--- src/rtl/irw_pkg.sv ---
package irw_pkg;

  localparam logic [7:0] OFS_SEL = 8'h00;
  localparam logic [7:0] OFS_WIN = 8'h10;

  localparam logic [7:0] SEL_ID   = 8'h00;
  localparam logic [7:0] SEL_VER  = 8'h01;
  localparam logic [7:0] SEL_ARB  = 8'h02;
  localparam logic [7:0] SEL_ENT0 = 8'h10;

  localparam int B_RP   = 14;
  localparam int B_TRIG = 15;
  localparam int B_MASK = 16;

  localparam logic [63:0] ENT_RESET = 64'h0000_0000_0001_0000;

  typedef enum logic [2:0] {
    K_ID  = 3'd0,
    K_VER = 3'd1,
    K_ARB = 3'd2,
    K_ENT = 3'd3,
    K_BAD = 3'd4
  } reg_kind_t;

  function automatic logic [6:0] ent_index(input logic [7:0] sel);
    logic [7:0] off;
    off = sel - SEL_ENT0;
    return off[7:1];
  endfunction

  function automatic reg_kind_t classify(input logic [7:0] sel, input int npins);
    if (sel == SEL_ID)  return K_ID;
    if (sel == SEL_VER) return K_VER;
    if (sel == SEL_ARB) return K_ARB;
    if (sel >= SEL_ENT0 && int'(ent_index(sel)) < npins) return K_ENT;
    return K_BAD;
  endfunction

  function automatic logic [31:0] ver_word(input int npins, input logic [7:0] code);
    logic [7:0] top;
    top = 8'(npins - 1);
    return {8'h00, top, 8'h00, code};
  endfunction

  function automatic logic [31:0] id_word(input logic [3:0] id);
    return {4'h0, id, 24'h0};
  endfunction

endpackage

--- src/rtl/irw_select.sv ---
module irw_select
  import irw_pkg::*;
#(
  parameter int NPINS = 24,
  localparam int IDXW = (NPINS > 1) ? $clog2(NPINS) : 1
) (
  input  logic            clk,
  input  logic            rst_n,
  input  logic            sel_we,
  input  logic [7:0]      sel_wbyte,
  output logic [7:0]      sel_q,
  output reg_kind_t       kind,
  output logic [IDXW-1:0] idx,
  output logic            hi_half
);

  always_ff @(posedge clk) begin
    if (!rst_n)      sel_q <= 8'h00;
    else if (sel_we) sel_q <= sel_wbyte;
  end

  logic [6:0] raw_idx;
  assign raw_idx = ent_index(sel_q);
  assign kind    = classify(sel_q, NPINS);
  assign idx     = IDXW'(raw_idx);
  assign hi_half = sel_q[0];

  // the select register keeps exactly the low byte written
  p_sel_byte_r1: assert property (@(posedge clk) disable iff (!rst_n)
    sel_we |=> sel_q == $past(sel_wbyte));

  p_sel_hold_r1: assert property (@(posedge clk) disable iff (!rst_n)
    !sel_we |=> $stable(sel_q));

endmodule

--- src/rtl/irw_table.sv ---
module irw_table
  import irw_pkg::*;
#(
  parameter int NPINS = 24,
  localparam int IDXW = (NPINS > 1) ? $clog2(NPINS) : 1
) (
  input  logic               clk,
  input  logic               rst_n,
  input  logic               we,
  input  logic [IDXW-1:0]    widx,
  input  logic               whi,
  input  logic [31:0]        wdata,
  input  logic [NPINS-1:0]   rp_set,
  output logic [NPINS*64-1:0] tbl,
  output logic               ent_wr,
  output logic [IDXW-1:0]    ent_wr_pin,
  output logic               mask_chg,
  output logic [IDXW-1:0]    mask_chg_pin,
  output logic               mask_chg_val
);

  logic [NPINS-1:0][63:0] ent_q;
  logic [NPINS-1:0][63:0] ent_d;
  logic [NPINS-1:0]       hit;

  for (genvar i = 0; i < NPINS; i++) begin : g_pin
    assign hit[i] = we && (widx == IDXW'(i));

    always_comb begin
      ent_d[i] = ent_q[i];
      if (rp_set[i] && ent_q[i][B_TRIG]) ent_d[i][B_RP] = 1'b1;
      if (hit[i]) begin
        if (whi) begin
          ent_d[i][63:32] = wdata;
        end else begin
          ent_d[i][31:0]  = wdata;
          ent_d[i][B_RP]  = 1'b0;
        end
      end
    end

    assign tbl[i*64 +: 64] = ent_q[i];

    // a low-half write always leaves remote-pending cleared
    p_low_clr_r7: assert property (@(posedge clk) disable iff (!rst_n)
      (hit[i] && !whi) |=> !ent_q[i][B_RP]);

    // an edge-triggered entry never holds remote-pending
    p_edge_no_rp_r8: assert property (@(posedge clk) disable iff (!rst_n)
      !ent_q[i][B_TRIG] |-> !ent_q[i][B_RP]);

    // a high-half write leaves the low half untouched
    p_hi_keeps_low_r5: assert property (@(posedge clk) disable iff (!rst_n)
      (hit[i] && whi && !rp_set[i]) |=> ent_q[i][31:0] == $past(ent_q[i][31:0]));
  end

  always_ff @(posedge clk) begin
    if (!rst_n) begin
      for (int i = 0; i < NPINS; i++) ent_q[i] <= ENT_RESET;
    end else begin
      ent_q <= ent_d;
    end
  end

  logic mask_old;
  assign mask_old = ent_q[widx][B_MASK];

  always_ff @(posedge clk) begin
    if (!rst_n) begin
      ent_wr       <= 1'b0;
      ent_wr_pin   <= '0;
      mask_chg     <= 1'b0;
      mask_chg_pin <= '0;
      mask_chg_val <= 1'b0;
    end else begin
      ent_wr       <= we;
      ent_wr_pin   <= widx;
      mask_chg     <= we && !whi && (wdata[B_MASK] != mask_old);
      mask_chg_pin <= widx;
      mask_chg_val <= wdata[B_MASK];
    end
  end

  // a mask change is always accompanied by an entry write
  p_mask_has_wr_r10: assert property (@(posedge clk) disable iff (!rst_n)
    mask_chg |-> ent_wr && (mask_chg_pin == ent_wr_pin));

  // the reported value matches the stored mask
  p_mask_val_r10: assert property (@(posedge clk) disable iff (!rst_n)
    mask_chg |-> ent_q[mask_chg_pin][B_MASK] == mask_chg_val);

endmodule

--- src/rtl/irw_rdmux.sv ---
module irw_rdmux
  import irw_pkg::*;
#(
  parameter int         NPINS    = 24,
  parameter logic [7:0] VER_CODE = 8'h20,
  localparam int IDXW = (NPINS > 1) ? $clog2(NPINS) : 1
) (
  input  logic                rd,
  input  logic [7:0]          addr,
  input  logic [7:0]          sel_q,
  input  reg_kind_t           kind,
  input  logic [IDXW-1:0]     idx,
  input  logic                hi_half,
  input  logic [3:0]          id_q,
  input  logic [NPINS*64-1:0] tbl,
  output logic [31:0]         rdata
);

  logic [63:0] ent;
  logic [31:0] win;

  assign ent = tbl[idx*64 +: 64];

  always_comb begin
    unique case (kind)
      K_ID, K_ARB: win = id_word(id_q);
      K_VER:       win = ver_word(NPINS, VER_CODE);
      K_ENT:       win = hi_half ? ent[63:32] : ent[31:0];
      default:     win = 32'hFFFF_FFFF;
    endcase
  end

  always_comb begin
    rdata = 32'h0;
    if (rd) begin
      if (addr == OFS_SEL)      rdata = {24'h0, sel_q};
      else if (addr == OFS_WIN) rdata = win;
    end
  end

endmodule

--- src/rtl/irq_regwin.sv ---
module irq_regwin
  import irw_pkg::*;
#(
  parameter int         NPINS    = 24,
  parameter logic [7:0] VER_CODE = 8'h20,
  localparam int IDXW = (NPINS > 1) ? $clog2(NPINS) : 1
) (
  input  logic                clk,
  input  logic                rst_n,
  input  logic                bus_wr,
  input  logic                bus_rd,
  input  logic [7:0]          bus_addr,
  input  logic [31:0]         bus_wdata,
  output logic [31:0]         bus_rdata,
  input  logic [NPINS-1:0]    rp_set,
  output logic [NPINS*64-1:0] tbl_flat,
  output logic                ent_wr,
  output logic [IDXW-1:0]     ent_wr_pin,
  output logic                mask_chg,
  output logic [IDXW-1:0]     mask_chg_pin,
  output logic                mask_chg_val
);

  // named internal events
  logic            sel_we;
  logic            win_we;
  logic            id_we;
  logic            tbl_we;
  logic [7:0]      sel_q;
  reg_kind_t       kind;
  logic [IDXW-1:0] idx;
  logic            hi_half;
  logic [3:0]      id_q;

  assign sel_we = bus_wr && (bus_addr == OFS_SEL);
  assign win_we = bus_wr && (bus_addr == OFS_WIN);
  assign id_we  = win_we && (kind == K_ID);
  assign tbl_we = win_we && (kind == K_ENT);

  irw_select #(.NPINS(NPINS)) u_sel (
    .clk       (clk),
    .rst_n     (rst_n),
    .sel_we    (sel_we),
    .sel_wbyte (bus_wdata[7:0]),
    .sel_q     (sel_q),
    .kind      (kind),
    .idx       (idx),
    .hi_half   (hi_half)
  );

  always_ff @(posedge clk) begin
    if (!rst_n)     id_q <= 4'h0;
    else if (id_we) id_q <= bus_wdata[27:24];
  end

  irw_table #(.NPINS(NPINS)) u_tbl (
    .clk          (clk),
    .rst_n        (rst_n),
    .we           (tbl_we),
    .widx         (idx),
    .whi          (hi_half),
    .wdata        (bus_wdata),
    .rp_set       (rp_set),
    .tbl          (tbl_flat),
    .ent_wr       (ent_wr),
    .ent_wr_pin   (ent_wr_pin),
    .mask_chg     (mask_chg),
    .mask_chg_pin (mask_chg_pin),
    .mask_chg_val (mask_chg_val)
  );

  irw_rdmux #(.NPINS(NPINS), .VER_CODE(VER_CODE)) u_rd (
    .rd      (bus_rd),
    .addr    (bus_addr),
    .sel_q   (sel_q),
    .kind    (kind),
    .idx     (idx),
    .hi_half (hi_half),
    .id_q    (id_q),
    .tbl     (tbl_flat),
    .rdata   (bus_rdata)
  );

  // the ID moves only on a window write with the ID select
  p_id_stable_r4: assert property (@(posedge clk) disable iff (!rst_n)
    !id_we |=> $stable(id_q));

  p_id_load_r3: assert property (@(posedge clk) disable iff (!rst_n)
    id_we |=> id_q == $past(bus_wdata[27:24]));

  // writes through an invalid select raise no entry pulse
  p_oob_quiet_r6: assert property (@(posedge clk) disable iff (!rst_n)
    (win_we && kind == K_BAD) |=> !ent_wr);

  // every entry pulse follows an entry write one cycle earlier
  p_wr_pulse_r11: assert property (@(posedge clk) disable iff (!rst_n)
    ent_wr |-> $past(tbl_we));

  // a stray offset leaves the select unchanged
  p_stray_r12: assert property (@(posedge clk) disable iff (!rst_n)
    (bus_wr && bus_addr != OFS_SEL && bus_addr != OFS_WIN) |=> $stable(sel_q));

endmodule

--- config.mk ---
export PLATFORM = sky130hd
export DESIGN_NAME = irq_regwin
export DESIGN_NICKNAME = d
export VERILOG_FILES = /design/src/rtl/irw_pkg.sv /design/src/rtl/irw_select.sv /design/src/rtl/irw_table.sv /design/src/rtl/irw_rdmux.sv /design/src/rtl/irq_regwin.sv
export SDC_FILE = /design/constraint.sdc
export NUM_CORES = 2
export LEC_CHECK = 0
export BUFFER_PORTS_ARGS = -buffer_cell sky130_fd_sc_hd__clkbuf_2
export CAP_MARGIN = 20
export CORE_AREA = 2 2 643 645
export CTS_CLUSTER_SIZE = 40
export DETAILED_ROUTE_END_ITERATION = 10
export DIE_AREA = 0 0 645 647
export MAX_ROUTING_LAYER = met4
export SYNTH_ARGS = -nofsm -noshare
export SYNTH_HDL_FRONTEND = slang
export SYNTH_SLANG_ARGS = --single-unit
--- constraint.sdc ---
create_clock -name clk -period 5.36 [get_ports clk]
set_input_delay 0.804 -clock clk [delete_from_list [all_inputs] [get_ports clk]]
set_output_delay 0.804 -clock clk [all_outputs]
set_load 0.05 [all_outputs]
# ---- Word level (Yosys, flattened, before mapping)
# Cells that the tools add are included.
dict set report totals {
  regBits 1556
  output_inout_bits 1581
  elab_cells 320
}
dict set report classes {
  n_addsub 1
  n_lt_le_gt_ge 3
  n_eq_ne 30
  n_shift 1
  muxes 97
  bitwise 1
  reduce_logical 109
}
# operator count
set ops {}
lappend ops {{variable part select 1536 x 12 -> 64 bit} 1}
lappend ops {{2-to-1 mux 15 bit} 48}
lappend ops {{binary-select mux 64 bit (select 5 bit)} 1}
lappend ops {{2-to-1 mux 32 bit} 4}
lappend ops {{case mux 32 bit (3 select lines)} 1}
lappend ops {{AND reduction 2 bit} 48}
lappend ops {{logical AND 1 bit} 55}
lappend ops {{equality test 5 x 4 -> 1 bit (second input constant)} 8}
lappend ops {{equality test 5 bit (second input constant)} 8}
lappend ops {{2-to-1 mux 1 bit} 34}
lappend ops {{2-to-1 mux 3 bit} 8}
lappend ops {{equality test 5 x 3 -> 1 bit (second input constant)} 4}
lappend ops {{2-to-1 mux 17 bit} 1}
lappend ops {{zero test 8 bit} 2}
lappend ops {{equality test 5 x 2 -> 1 bit (second input constant)} 2}
lappend ops {{equality test 8 x 1 -> 1 bit (second input constant)} 1}
lappend ops {{equality test 8 x 2 -> 1 bit (second input constant)} 1}
lappend ops {{equality test 8 x 5 -> 1 bit (second input constant)} 1}
lappend ops {{greater-or-equal comparator 8 x 5 -> 1 bit (second input constant)} 1}
lappend ops {{subtractor 8 x 5 -> 8 bit (second input constant)} 1}
lappend ops {{less-than comparator 7 x 5 -> 1 bit (second input constant)} 1}
lappend ops {{equality test 3 x 2 -> 1 bit (second input constant)} 2}
lappend ops {{less-than comparator 5 x 6 -> 1 bit (second input constant)} 1}
lappend ops {{equality test 5 x 1 -> 1 bit (second input constant)} 1}
lappend ops {{7 further kinds} 7}

# ---- Logic depth before layout (Yosys ltp)
dict set report depth {
  depth_word 18
  mapped_depth 15
}

# ---- By module
# A second synthesis with hierarchy kept.
dict set report unflattened {
  hier_cells 7960
  area_unflattened_um2 70550.2
}
# mod instances cells_each area_per_inst_um2 seq_area_each_um2
set by_module_without_submodules {}
lappend by_module_without_submodules {irw_table 1 6913 57416.3 30909.6}
lappend by_module_without_submodules {irw_rdmux 1 972 12449.4 0.0}
lappend by_module_without_submodules {irw_select 1 48 452.9 160.2}
lappend by_module_without_submodules {irq_regwin 1 27 231.5 80.1}

# ---- Worst setup path after synthesis
# Ideal clock, no wire load.
dict set report synth_timing {
  path_type {register to output}
  from {register u_sel.sel_q[4]}
  to {output bus_rdata[0]}
  arrival_time_ns 4.945
  required_time_ns 4.556
  slack_ns -0.389
  stages_incl_launch_ff 12
  path_buffers 4
  cell_sequence {dfxtp_1 buf_2 clkinv_1 clkbuf_1 clkbuf_1 ha_1 or3b_1 o22a_2 nor2_2 buf_2 nor2_1 a2111oi_0}
}
dict set report synth_between {
  elab_chain_len 17
  elab_cells_between_ends 35
}
# element line
set synth_rtl {}
lappend synth_rtl {{from (decl)} irw_select.sv:11} ;# output logic [7:0] sel_q,
lappend synth_rtl {{from (signal assigned)} irw_select.sv:19} ;# else if (sel_we) sel_q <= sel_wbyte;
lappend synth_rtl {{subtractor 8 x 5 -> 8 bit *} irw_pkg.sv:27} ;# off = sel - SEL_ENT0;
lappend synth_rtl {{net idx[3]} irq_regwin.sv:31} ;# logic [IDXW-1:0] idx;
lappend synth_rtl {{less-than comparator 7 x 5 -> 1 bit} irw_pkg.sv:35} ;# if (sel >= SEL_ENT0 && int'(ent_index(sel)) < npins) return K_ENT;
lappend synth_rtl {{logical AND 1 bit} irw_pkg.sv:35}
lappend synth_rtl {{2-to-1 mux 1 bit (2 in a row)} irw_pkg.sv:35}
lappend synth_rtl {{2-to-1 mux 1 bit} irw_pkg.sv:34} ;# if (sel == SEL_ARB) return K_ARB;
lappend synth_rtl {{2-to-1 mux 1 bit} irw_pkg.sv:33} ;# if (sel == SEL_VER) return K_VER;
lappend synth_rtl {{2-to-1 mux 3 bit} irw_pkg.sv:36} ;# return K_BAD;
lappend synth_rtl {{2-to-1 mux 3 bit} irw_pkg.sv:35}
lappend synth_rtl {{2-to-1 mux 3 bit} irw_pkg.sv:34}
lappend synth_rtl {{2-to-1 mux 3 bit} irw_pkg.sv:33}
lappend synth_rtl {{equality test 3 x 2 -> 1 bit or zero test 3 bit (tied branches)} irw_rdmux.sv:25} ;# unique case (kind)
lappend synth_rtl {{OR reduction 2 bit} irw_rdmux.sv:25}
lappend synth_rtl {{case mux 32 bit (3 select lines) *} irw_rdmux.sv:25}
lappend synth_rtl {{2-to-1 mux 32 bit *} irw_rdmux.sv:37} ;# else if (addr == OFS_WIN) rdata = win;
lappend synth_rtl {{2-to-1 mux 32 bit *} irw_rdmux.sv:36} ;# if (addr == OFS_SEL) rdata = {24'h0, sel_q};
lappend synth_rtl {{2-to-1 mux 32 bit *} irw_rdmux.sv:35} ;# if (rd) begin
lappend synth_rtl {{to (decl)} irq_regwin.sv:14} ;# output logic [31:0] bus_rdata,
# Mark *: on every way through the listed nets, which the timed path passes. The rest lies on a longest branch. The select of a mux whose other input is x is not followed.

# ---- Worst setup path in the final report
dict set report layout_timing {
  from {register u_sel.sel_q[2]}
  to {output bus_rdata[16]}
}
dict set report layout_between {
  elab_chain_len 17
  elab_cells_between_ends 35
}
# element line
set layout_rtl {}
lappend layout_rtl {{subtractor 8 x 5 -> 8 bit} irw_pkg.sv:27}
lappend layout_rtl {{less-than comparator 7 x 5 -> 1 bit} irw_pkg.sv:35}
lappend layout_rtl {{logical AND 1 bit} irw_pkg.sv:35}
lappend layout_rtl {{2-to-1 mux 1 bit (2 in a row)} irw_pkg.sv:35}
lappend layout_rtl {{2-to-1 mux 1 bit} irw_pkg.sv:34}
lappend layout_rtl {{2-to-1 mux 1 bit} irw_pkg.sv:33}
lappend layout_rtl {{2-to-1 mux 3 bit} irw_pkg.sv:36}
lappend layout_rtl {{2-to-1 mux 3 bit} irw_pkg.sv:35}
lappend layout_rtl {{2-to-1 mux 3 bit} irw_pkg.sv:34}
lappend layout_rtl {{2-to-1 mux 3 bit} irw_pkg.sv:33}
lappend layout_rtl {{equality test 3 x 2 -> 1 bit or zero test 3 bit (tied branches)} irw_rdmux.sv:25}
lappend layout_rtl {{OR reduction 2 bit} irw_rdmux.sv:25}
lappend layout_rtl {{case mux 32 bit (3 select lines) *} irw_rdmux.sv:25}
lappend layout_rtl {{2-to-1 mux 32 bit *} irw_rdmux.sv:37}
lappend layout_rtl {{2-to-1 mux 32 bit *} irw_rdmux.sv:36}
lappend layout_rtl {{2-to-1 mux 32 bit *} irw_rdmux.sv:35}
# Mark *: on every way between the ends. The rest lies on a longest branch, timed or not. The select of a mux whose other input is x is not followed.

==> reports/results.txt <==
result of the run: finished clean
non-filler cells, final: 14650
headroom to the max-slew limit: 11.68%
area share of the largest cell type after synthesis: 44.13%
cts hold-fix bufs: 0
global-route usage over all layers: 25.38%
highest achievable clock rate: 188.9 MHz
Worst Setup Slack post-DPL: 0.05604 ns
clock sink count: 1556
maximum fanout count along the critical path: 37
initial core utilization: 17.17%
number of I/O pins: 1649
Die Wd: 645 um
most common cell after layout, fill and taps aside: sky130_fd_sc_hd__nand2_1
clock edge transition at the registers on the reported setup and hold paths: 0.06 ns
Post-synth EDFFs: 0
path type of the worst setup path: flop to output pin
count of synthesis-stage warnings from yosys: 0
clk_skew: 0.06198 ns
top library cells by usage in the layout, fill and taps aside: sky130_fd_sc_hd__nand2_1 (2624), sky130_fd_sc_hd__clkbuf_2 (1609), sky130_fd_sc_hd__dfxtp_1 (1551)
Routed wire per std cell: 36.93 um
number of antenna violations at the first check in global routing: 69
arrival time reported for the critical path endpoint: 4.49 ns
Clock Root Buffer: sky130_fd_sc_hd__clkbuf_16
final setup violating endpoints: 0
drt first-iter violations: 9741
Worst-Margin Slew: 1.325 ns
fraction of layout instances using a drive strength above 1: 29.55%
Pwr per Cell Area: 289.1 nW/um^2
DRT Pass-1 Iters: 6
CTS tree: yes
post-synthesis instance area: 70590 um^2
synthesis-stage register bit count: 1556
full die area: 417300 um^2
startpoint type of the worst setup path: flop
final critical-path setup slack: 0.06649 ns
Num CTS Buffers: 193
post-route fraction of the period consumed by the critical path: 98.76%
Die H: 647 um
per-cell via count in the routed design: 4.786
count of buffers from port buffering: 1648
area delta synth->final: 30.72%
antenna viol nets, final: 0
IR drop worst, VDD: 0.0002642 V
Routability Congestion: 0.9680
number of unique standard cell types used by synthesis: 64
largest net degree at the start of global routing: 237
residual overflow from global routing: 0
clock latency of the later-clocked register in the worst-skew pair: 0.94 ns
Mapped Avg Cell Area: 9.199 um^2
vias: 70130
Final Hold Vio Count: 0
async set or reset register ratio after synthesis: 0%
WP data required: 4.56 ns
buffer levels on the longest clock path: 4
main area contributors after synthesis: sky130_fd_sc_hd__dfxtp_1 (44%), sky130_fd_sc_hd__nand2_1 (14%), sky130_fd_sc_hd__mux2i_1 (10%)
sum of routed wire length over all layers: 541100 um
final number of max-transition violations: 0
library cell with the largest summed area after synthesis: sky130_fd_sc_hd__dfxtp_1
placed standard-cell area: 85110 um^2
# placed instances: 14260
sequential-to-total area share from yosys stat: 44.13%
sort of element at the end of the critical path: output pin
Static Leak: 36.33 nW
via count of the first global-routing pass: 63610
# H-tree levels: 4
number of nets in the synthesized netlist: 7744
number of core rows: 236
placeable core region: 411000 um^2
final instance area: 92280 um^2
hpwl dp: 418700 um
most frequently used flop master after synthesis: sky130_fd_sc_hd__dfxtp_1
number of maximum-capacitance constraint violations: 0
crit path time final: 5.294 ns
global-route wire length before repair: 683300 um
Synth Instances: 7674
unrepaired setup endpoints after global routing: no
Residual DRC: 0
class of the most critical hold timing path: primary input to flop
Total Nets Final: 9057
## per-stage QoR
step / TNS [ns] / util, % / power (W) / hold WS [ns]
finish: 0 / 22.45 / 0.02668 / 0.2240
global route: 0 / 22.44 / 0.02728 / 0.1794
detailed placement: 0 / 20.71 / 0.01262 / 0.4575
floorplan: 0 / - / 0.01223 / 0.4439
CTS: 0 / 22.42 / 0.02686 / 0.1354
global placement: -0.1284 / 20.69 / 0.01262 / 0.4512
## state kept, by name, indices dropped and copies added (netlist names)
signal,cells
u_tbl.tbl,1536
u_sel.sel_q,8
u_tbl.ent_wr_pin,5
id_q,4
u_tbl.ent_wr,1
u_tbl.mask_chg,1
u_tbl.mask_chg_val,1
## kinds of logic after synthesis
family	after synthesis	synth area share, %
xor gates and xnor gates	1	0.01241
muxes	1032	19.86
and+or+nand+nor	2928	16.69
DFF	1556	44.13
AOI/OAI and AO/OA	1342	14.00
adders and majority gates	2	0.03544
buffers and inverters	813	5.275
## Yosys cell counts (all sizes together) (10+ instances only)
library cell	count
clkbuf	437
a31oi	22
nor3	19
nand3b	10
nand4	37
a21boi	998
o221ai	16
o21ai	40
o211ai	26
a221oi	43
nor3b	28
buf	370
dfxtp	1556
a21oi	69
a221o	10
and3	15
mux2	28
nand3	34
and4	33
o22ai	40
nor2	50
o41ai	19
a211oi	17
nor2b	28
a22oi	20
mux4	292
mux2i	712
nand2	2639
## path summary, 6_finish.rpt
check        cells past startpoint              to           start  slack [ns]
max                              9   bus_rdata[16]  u_sel.sel_q[2]        0.07
min                              3  u_tbl.tbl[526]       rp_set[8]        0.22
max reg2reg                      9  u_tbl.tbl[393]  u_sel.sel_q[4]        1.30
min reg2reg                      2  u_tbl.tbl[290]  u_tbl.tbl[290]        0.46
## metal layers
layer	routed length (um)	track usage [%]
met5	0	-
met4	34950	12.73
met3	58480	7.922
met2	244400	39.73
met1	203300	29.26
## what timing repair did
action / CTS / global route
gates resized for setup: 44 / 5
hold endpoints to repair: 0 / 0
pin swaps: 2 / 0
endpoints found under the setup margin: 29 / 5
buffers inserted: 8 / 0
## worst max-delay path: stages, from the launching register on
cell	delay (ns)
sky130_fd_sc_hd__dfxtp_4	0.41
sky130_fd_sc_hd__buf_12	0.17
sky130_fd_sc_hd__buf_4	0.50
sky130_fd_sc_hd__mux4_2	0.70
sky130_fd_sc_hd__mux4_2	0.59
sky130_fd_sc_hd__a21oi_1	0.30
sky130_fd_sc_hd__buf_4	0.21
sky130_fd_sc_hd__nand3_1	0.07
sky130_fd_sc_hd__and3_1	0.31
sky130_fd_sc_hd__buf_12	0.22
## area by class of cell
class / instances / area, um^2
sequential: 1556 / 31170
tap: 5474 / 6849
clock buffer: 257 / 5515
multi-input combinational: 5305 / 36220
antenna: 39 / 97.59
timing repair buffer: 1925 / 11190
fill: 44900 / 318800
inverter: 6 / 23.77
clock inverter: 91 / 1215
## report_power, final
group	internal, W	switching [W]
clock	0.00837	0.00593
sequential	0.0116	0.00000111
combinational	0.000183	0.000630
Power figures use the tool's default switching activity.
